### config.mk
export PLATFORM = sky130hd
export DESIGN_NAME = otp_wiper_i2c
export DESIGN_NICKNAME = d
export VERILOG_FILES = /design/src/rtl/otp_wiper_i2c.sv
export SDC_FILE = /design/constraint.sdc
export NUM_CORES = 1
export LEC_CHECK = 0
export CAP_MARGIN = 20
export CELL_PAD_IN_SITES_DETAIL_PLACEMENT = 1
export CELL_PAD_IN_SITES_GLOBAL_PLACEMENT = 1
export CORE_ASPECT_RATIO = 1.1
export CORE_MARGIN = 8
export CORE_UTILIZATION = 25
export CTS_CLUSTER_DIAMETER = 60
export DETAILED_ROUTE_END_ITERATION = 6
export DONT_BUFFER_PORTS = 1
export PLACE_DENSITY_LB_ADDON = 0.2
export SLEW_MARGIN = 30
export SYNTH_ARGS = -nofsm -noshare
export SYNTH_HDL_FRONTEND = slang
export SYNTH_SLANG_ARGS = --single-unit
export TNS_END_PERCENT = 20
### constraint.sdc
create_clock -name clk -period 2.45 [get_ports clk]
set_input_delay 0.49 -clock clk [delete_from_list [all_inputs] [get_ports clk]]
set_output_delay 0.49 -clock clk [all_outputs]
set_load 0.02 [all_outputs]
### src/rtl/otp_wiper_i2c.sv
module otp_wiper_i2c #(
  parameter logic [4:0] ADDR_HI  = 5'b01011,
  parameter logic [7:0] MIDSCALE = 8'h80
) (
  input  logic       clk,
  input  logic       rst_n,
  input  logic       por_n,
  input  logic [1:0] addr_pins,
  input  logic       scl_i,
  input  logic       sda_i,
  output logic       sda_oe,
  output logic [7:0] wiper_code,
  output logic       shutdown,
  output logic       burn_pulse,
  output logic       burn_err
);

  typedef enum logic [2:0] {P_IDLE, P_ADDR, P_INS, P_DATA, P_READ, P_SKIP} phase_t;

  phase_t     phase;
  logic [1:0] scl_q, sda_q;
  logic       scl_d, sda_d, scl_s, sda_s;
  logic       scl_rise, scl_fall, start_c, stop_c;
  logic [3:0] cnt;
  logic [7:0] sh, tx;
  logic       ins_ok, ins_sel2, ins_burn, ins_ow;
  logic [7:0] wreg, owv;
  logic       ow, sd;
  logic       f1_used, f1_dis, f2_used;
  logic [7:0] f1_val, f2_val;
  logic       data_done, wr_burn, ok1, ok2, go1, go2, bad, burned;
  logic [6:0] my_addr;
  logic [7:0] fuse_val, eff;

  assign scl_s    = scl_q[1];
  assign sda_s    = sda_q[1];
  assign scl_rise = scl_s & ~scl_d;
  assign scl_fall = ~scl_s & scl_d;
  assign start_c  = scl_s & scl_d & sda_d & ~sda_s;
  assign stop_c   = scl_s & scl_d & ~sda_d & sda_s;
  assign my_addr  = {ADDR_HI, addr_pins};

  assign burned    = f1_used | f2_used;
  assign fuse_val  = f2_used ? f2_val : (f1_used ? f1_val : MIDSCALE);
  assign data_done = (phase == P_DATA) && scl_fall && (cnt == 4'd8) && ins_ok
                     && !start_c && !stop_c;
  assign wr_burn   = data_done & ins_burn;
  assign ok1       = ~f1_used & ~f1_dis;
  assign ok2       = ~f2_used;
  assign go1       = wr_burn & ~ins_sel2 & ok1;
  assign go2       = wr_burn & ins_sel2 & ok2;
  assign bad       = wr_burn & ~(ins_sel2 ? ok2 : ok1);

  assign eff        = sd ? 8'h00 : (ow ? owv : wreg);
  assign wiper_code = eff;
  assign shutdown   = sd;

  always_ff @(posedge clk) begin
    if (!rst_n) begin
      scl_q <= 2'b11; sda_q <= 2'b11; scl_d <= 1'b1; sda_d <= 1'b1;
    end else begin
      scl_q <= {scl_q[0], scl_i};
      sda_q <= {sda_q[0], sda_i};
      scl_d <= scl_q[1];
      sda_d <= sda_q[1];
    end
  end

  always_ff @(posedge clk) begin
    if (!por_n) begin
      f1_used <= 1'b0; f1_dis <= 1'b0; f2_used <= 1'b0;
      f1_val  <= 8'h00; f2_val <= 8'h00;
    end else begin
      if (go1) begin
        f1_used <= 1'b1; f1_val <= sh;
      end
      if (go2) begin
        f2_used <= 1'b1; f2_val <= sh;
        if (!f1_used) f1_dis <= 1'b1;
      end
    end
  end

  always_ff @(posedge clk) begin
    if (!rst_n) begin
      phase <= P_IDLE; cnt <= 4'd0; sh <= 8'h00; tx <= 8'h00; sda_oe <= 1'b0;
      ins_ok <= 1'b0; ins_sel2 <= 1'b0; ins_burn <= 1'b0; ins_ow <= 1'b0;
      wreg <= fuse_val; owv <= 8'h00; ow <= 1'b0; sd <= 1'b0;
      burn_err <= 1'b0; burn_pulse <= 1'b0;
    end else begin
      burn_pulse <= go1 | go2;
      if (bad) burn_err <= 1'b1;
      if (data_done) begin
        if (go1 | go2)      wreg <= sh;
        else if (ins_burn)  wreg <= wreg;
        else if (ins_ow)    owv  <= sh;
        else if (!burned)   wreg <= sh;
      end

      if (start_c) begin
        phase <= P_ADDR; cnt <= 4'd0; sda_oe <= 1'b0;
      end else if (stop_c) begin
        phase <= P_IDLE; sda_oe <= 1'b0;
      end else if (phase == P_READ) begin
        if (scl_rise) cnt <= cnt + 4'd1;
        else if (scl_fall) begin
          if (cnt == 4'd8) begin
            sda_oe <= 1'b0; phase <= P_SKIP;
          end else begin
            sda_oe <= ~tx[6]; tx <= {tx[6:0], 1'b0};
          end
        end
      end else if (phase == P_ADDR || phase == P_INS || phase == P_DATA) begin
        if (scl_rise && cnt < 4'd8) begin
          sh  <= {sh[6:0], sda_s};
          cnt <= cnt + 4'd1;
        end else if (scl_fall && cnt == 4'd8) begin
          cnt <= 4'd9;
          case (phase)
            P_ADDR: if (sh[7:1] == my_addr) sda_oe <= 1'b1; else phase <= P_SKIP;
            P_INS: begin
              sda_oe   <= 1'b1;
              ins_ok   <= ~sh[4];
              ins_sel2 <= sh[7];
              ins_burn <= sh[5];
              ins_ow   <= sh[3];
              if (!sh[4]) begin
                sd <= sh[6];
                ow <= sh[3];
                if (sh[3] && !ow) owv <= wreg;
              end
            end
            default: sda_oe <= 1'b1;
          endcase
        end else if (scl_fall && cnt == 4'd9) begin
          sda_oe <= 1'b0;
          cnt    <= 4'd0;
          case (phase)
            P_ADDR: if (sh[0]) begin
                      phase <= P_READ; tx <= eff; sda_oe <= ~eff[7];
                    end else phase <= P_INS;
            P_INS:  phase <= P_DATA;
            default: phase <= P_SKIP;
          endcase
        end
      end
    end
  end

  assert_pulse_single_R6: assert property (@(posedge clk) disable iff (!rst_n)
    burn_pulse |=> !burn_pulse);

  assert_sda_lowphase_R2: assert property (@(posedge clk) disable iff (!rst_n)
    (sda_oe != $past(sda_oe)) |-> !scl_s);

  assert_err_nopulse_R8: assert property (@(posedge clk) disable iff (!rst_n)
    $rose(burn_err) |-> !burn_pulse);

  assert_fuse_sticky_R8: assert property (@(posedge clk) disable iff (!por_n)
    (f1_used || f2_used) |=> (f1_used || f2_used));

  assert_dis_exclusive_R7: assert property (@(posedge clk) disable iff (!por_n)
    !(f1_used && f1_dis));

endmodule

## Word-level counts from Yosys, hierarchy flattened

Cells that the tools add are included.

- Bits of input ports: 7
- Logic and storage cells: 187
- Output and inout port bits: 12
- Bits in registers: 72

- Multiplexer cells: 66
- Add/subtract/negate cells: 1
- Bitwise operators: 33
- Order comparisons: 1
- Reductions and logical operators: 34
- Equality and inequality tests: 27

Operator list:

| kind | count |
|---|---|
| $mux W8 | 23 |
| $mux W7 | 10 |
| $mux W3 | 11 |
| $mux W4 | 6 |
| $reduce_and A8 Y1 | 3 |
| $not A1 Y1 | 17 |
| $ne A4 B4 Y1 const B | 4 |
| $mux W1 | 15 |
| $and A1 B1 Y1 | 14 |
| $ne A2 B2 Y1 const B | 7 |
| $reduce_and A11 Y1 | 1 |
| $ne A5 B5 Y1 const B | 2 |
| $logic_and A1 B1 Y1 | 9 |
| $ne A3 B2 Y1 const B | 3 |
| $eq A4 B4 Y1 const B | 2 |
| $reduce_and A4 Y1 | 2 |
| $reduce_bool A2 Y1 | 4 |
| $reduce_bool A4 Y1 | 2 |
| $eq A7 B6 Y1 | 1 |
| $reduce_and A7 Y1 | 1 |
| $eq A3 B2 Y1 const B | 2 |
| $ne A3 B3 Y1 const B | 2 |
| $pmux W3 S2 | 1 |
| $reduce_and A6 Y1 | 1 |
| other kinds (15) | 19 |

## Logic depth before layout (Yosys ltp)

- Depth after elaboration: 22
- Mapped depth: 9
- Gate-level depth less buffers: 7

## Least setup slack after synthesis

Ideal clock, no wire load.

- Path kind: register to register
- From: register cnt[0]
- To: register owv[4]
- Data arrival time: 2109 ps
- Setup slack: 207 ps
- Library setup time: 134 ps
- Data required time: 2316 ps
- Clock period less this slack: 2243 ps
- Buffers on the path: 2
- Stages on the path, launching flop included: 10
- Cells stage by stage: dfxtp_1 -> inv_1 -> ha_1 -> inv_1 -> or4_4 -> buf_6 -> or4b_1 -> buf_2 -> nor2_1 -> a211oi_1

- Word-level cells in the longest chain between the ends: 20
- Elaborated cells on any way between the ends: 25
- Classes of those cells: order compare (1); eq/ne (1); mux (11); bitwise (6); reduce/logical (6)

Ends and longest elaborated chain:

| item | RTL line | source |
|---|---|---|
| start, declared | 24 | `logic [3:0] cnt;` |
| start signal, assigned | 105 | `if (scl_rise) cnt <= cnt + 4'd1;` |
| start signal, assigned | 116 | `cnt <= cnt + 4'd1;` |
| $eq A4 B4 Y1 | 45, 117 |  |
| $logic_and A1 B1 Y1 (2 in a row) | 45 | `assign data_done = (phase == P_DATA) && scl_fall && (cnt == 4'd8) && ins_ok` |
| $logic_and A1 B1 Y1 (2 in a row) | 46 | `&& !start_c && !stop_c;` |
| $and A1 B1 Y1 | 47 | `assign wr_burn = data_done & ins_burn;` |
| $and A1 B1 Y1, on equally long branches (2 in a row) | 50, 51 |  |
| $or A1 B1 Y1 | 94 | `if (go1 \| go2) wreg <= sh;` |
| $mux W8 | 94 |  |
| $mux W8 | 93 | `if (data_done) begin` |
| $mux W8 | 130 | `if (sh[3] && !ow) owv <= wreg;` |
| $mux W8 | 127 | `if (!sh[4]) begin` |
| $mux W8 | 119 | `case (phase)` |
| $mux W8 | 117 | `end else if (scl_fall && cnt == 4'd8) begin` |
| $mux W8 | 114 | `if (scl_rise && cnt < 4'd8) begin` |
| $mux W8 | 113 | `end else if (phase == P_ADDR \|\| phase == P_INS \|\| phase == P_DATA) begin` |
| $mux W8 | 104 | `end else if (phase == P_READ) begin` |
| $mux W8 | 102 | `end else if (stop_c) begin` |
| $mux W8 (*) | 100 | `if (start_c) begin` |
| end signal, assigned | 96 | `else if (ins_ow) owv <= sh;` |
| end signal, assigned | 130 |  |
| end, declared | 27 | `logic [7:0] wreg, owv;` |

Every way passes the cells marked *; elsewhere a longest branch is shown, timed or not.
A chain may end at the register's enable or synchronous reset.

## Worst setup path in the final report

- From: register cnt[0]
- To: register owv[2]

The elaborated chain is that of the path after synthesis.

==> results.md <==
- Across the VDD grid, the largest voltage drop is ~300 uV.
- A synthesized cell averages about 9 sq um.
- The worst min-delay path category is in -> reg.
- The first detailed-routing pass ran for 4 iterations.
- Global routing used 14.2% of the available met1 tracks.
- The fraction of layout instances using a drive strength above 1 is between 10% and 20%.
- The arrival time of the worst setup path is between 2 and 3 ns.
- The width of the die is 130 um.
- The DRC violation count after routing is 0.
- After clock tree synthesis, the repair step resized 0 gates.
- The met2 track utilization from global routing is between 15 and 20%.
- The number of nets produced by synthesis is approximately 400.
- The kind of start point of the critical path is a flip-flop.
- The number of I/O pins is 19.
- Summed over all layers, the routed wires come to ~9.5 mm.
- For the worst-skew pair, the clock arrives at the later sink with an insertion delay of about 0.34 ns.
- Detailed routing inserted a total of between 2000 and 3000 vias.
- sky130_fd_sc_hd__dfxtp_1 is the most common cell in the netlist.
- Setup repair after global routing left no endpoint under its margin.
- The count of endpoints failing hold in the final timing report was 0.
- In this run, the number of DRC markers left after iteration 0 of detailed routing was 134.
- The most utilized layer in the global route result is met2.
- The tool flagged a number of max-cap violations equal to 0.
- In this run the clock root is driven by a sky130_fd_sc_hd__clkbuf_16.
- The sum of net half-perimeters after detailed placement is approximately 6.9 mm.
- The post-synthesis cell type with the largest combined area is sky130_fd_sc_hd__dfxtp_1.
- The count of buffering cells on the critical path with inverters included is 2.
- In the final layout, the multi-input gates occupy 1880 sq um.
- The wire length of the first global-routing pass is around 16 mm.
- The CTS tree is built.
- The number of flops mapped to enable cells by yosys is 8.
- The die covers 18300 sq um.
- By instance count, the cell type seen most on the critical path is sky130_fd_sc_hd__inv_1.
- Among all flip-flop cells after synthesis, the most frequent one is sky130_fd_sc_hd__dfxtp_1.
- The top cell type's share of synthesized area is a little over a third.
- The worst clock skew is roughly 0.0098 ns.
- After clock tree synthesis, the clock-pin slew on the worst setup and hold paths is 0.06 ns.
- Derived from the worst setup path, the maximum achievable clock frequency is 430 MHz.
- Measured against its own limit, the worst slew margin works out to a little over half.
- After detailed routing, the average wire length per cell comes to roughly 16 um.
- The data required time of the worst path is approximately 2.7 ns.
- The initial antenna violation count is 0.
- The synthesis-stage register bit count is between 70 and 80.
- The number of instances in the synthesized netlist is around 390.
- The leftover overflow at the end of global routing is 0.
- Buffers inserted during clock tree synthesis total 9.
- The async set-reset flop share out of synthesis is 0%.
- The core region area is around 14000 sq um.
- The starting density of the core is 25.7%.
- The H-tree was split into 3 levels.
- The via-per-instance ratio is between 4 and 5.
- In this run the core area contains between 40 and 50 standard-cell rows.
- Sequential elements use 42.7% of the synthesized area.
- Yosys printed 0 warnings.
- The final count of pins violating max slew came to 0.
- The die is between 100 and 150 um tall.
- The signal on the critical path passes through inv_1 > ha_1 > inv_1 > or4_4 > or4b_1 > nor2_1 > a211oi_1.
- The count of inserted antenna diode cells is 0.
- The summed area of non-filler cells in the final layout is around 4100 sq um.
- The largest delay contributor family on the critical path is simple AND/OR/NAND/NOR gates.
- The slowest stage of the critical path is the sky130_fd_sc_hd__or4b_1 cell.
- Summing all placed instances gives a cell area of 3830 sq um.
- The peak fanout along the critical path is 8.
- The quantity of I/O buffers inserted on ports is 0.
- The maximum number of pins on one net before global-route repair is 31.
- The maximum clock insertion buffer count is 2.
- The leakage component of the power is about 1.5 nW.
- For this design, the sink count on the clock tree is about 70.
- The path type of the worst setup path is reg -> reg.
- For the pin with the worst max-slew slack, the measured transition is a little under 0.7 ns.
- The number of fill cells is between 1500 and 2000.
- Dividing the final minimum period by the clock period gives between 90% and 100%.
- Counting distinct cell types in the post-synthesis netlist gives 54.
- The count of nets left with antenna violations once routing finished came out at 0.
- Ranked by instance count, the synthesized netlist is headed by sky130_fd_sc_hd__dfxtp_1, sky130_fd_sc_hd__nor2_1, sky130_fd_sc_hd__mux2i_1.
- The area growth from synthesis to layout is 16.2%.
- The final estimated routing congestion in global placement is 0.777.
- The largest single stage delay on the critical path is roughly 0.65 ns.
- The kind of end point of the critical path is a flip-flop.
- The post-synthesis instance area is approximately 3600 sq um.
- Post-CTS timing repair inserted 0 buffers for setup.
- The power per cell area is approximately 650 nW/um^2.
- The area occupied by registers is 1520 sq um.
- The shortest clock period the worst path allows after layout is 2.33 ns.
- The run finished with clean final reports.
- The post-layout net count is 404.
- Summed over all failing endpoints, the final setup total negative slack is 0 ns.
- The met3 track demand over resource in global routing is under 10%.
- The via count of the first global-routing pass is around 2900.
- Buffers inserted to repair hold after CTS numbered 0.
- Yosys attributes the largest share of cell area to sky130_fd_sc_hd__dfxtp_1, sky130_fd_sc_hd__mux2i_1, sky130_fd_sc_hd__edfxtp_1, sky130_fd_sc_hd__nor2_1, sky130_fd_sc_hd__a21oi_1.
- The overall global routing resource usage is 11.0%.
- Setup violations remaining at the end of the flow were counted as 0.
-- where the power goes --
part           switching (mW)  internal [mW]  total, mW  leakage (nW)
sequential            0.00820           1.20       1.21         0.599
combinational          0.0575         0.0320     0.0895         0.778
clock                   0.572          0.811       1.38         0.153
total                   0.638           2.04       2.68          1.53
-- cells in the final DEF, fill, tap and decap left out, types with 11 or more instances in the layout --
| cell type | Yosys | final |
|---|---|---|
| sky130_fd_sc_hd__dfxtp_1 | 64 | 64 |
| sky130_fd_sc_hd__nor2_1 | 49 | 49 |
| sky130_fd_sc_hd__mux2i_1 | 46 | 46 |
| sky130_fd_sc_hd__a21oi_1 | 28 | 28 |
| sky130_fd_sc_hd__nand2_1 | 25 | 25 |
| sky130_fd_sc_hd__buf_4 | 3 | 23 |
| sky130_fd_sc_hd__nor2b_1 | 19 | 19 |
| sky130_fd_sc_hd__o21ai_0 | 13 | 12 |
| sky130_fd_sc_hd__nand2b_1 | 12 | 12 |
| sky130_fd_sc_hd__a211oi_1 | 11 | 11 |
-- per-stage QoR --
step                cells  hold slack, ns  setup slack, ns  total power, mW  util, %
floorplan             392           0.386            0.207             1.31        -
global placement      571           0.395            0.161             1.33     27.7
detailed placement    571           0.397            0.114             1.33     27.7
CTS                   587           0.223            0.105             2.72     29.9
global route          587           0.216           0.0227             2.79     29.9
finish                587           0.238            0.123             2.68     29.9
-- routing by layer --
layer  vias to the layer above  wire length [um]
met5                         -                 0
met4                         0                95
met3                         7               302
met2                        22              4440
met1                      1395              4690
li1                       1405                 -
-- flip-flops by register name (all words and copies together) (netlist names), 2 cells and up --
register,flops
cnt,4
f1_val,8
f2_val,8
owv,8
phase,3
scl_q,2
sda_q,2
sh,8
tx,7
wreg,8
-- final timing paths --
path                 start        to  slack, ns  depth (start not counted)
setup reg to reg    cnt[0]    owv[2]       0.12                          7
setup / recovery    cnt[0]    owv[2]       0.12                          7
hold / removal       rst_n     scl_d       0.24                          1
hold reg to reg   scl_q[0]  scl_q[1]       0.41                          1
-- layout make-up --
class / count / area share (%)
Clock buffer: 9 / 5.44
Clock inverter: 7 / 2.05
Inverter: 6 / 0.544
Multi-Input combinational cell: 282 / 45.4
Sequential cell: 72 / 36.7
Tap cell: 188 / 5.68
Timing Repair Buffer: 23 / 4.17
-- kinds of logic (layout without fill, tap and decap cells) --
group                      Yosys count  after routing  share of synthesized area [%]
adders and majority gates            3              3                           1.05
DFF                                 72             72                           42.7
xor gates and xnor gates             3              3                          0.737
buffers and inverters               38             45                           4.77
AOI/OAI and AO/OA                   84             84                           15.5
muxes                               46             46                           12.9
and+or+nand+nor                    146            146                           22.4
Power figures use the tool's default switching activity.
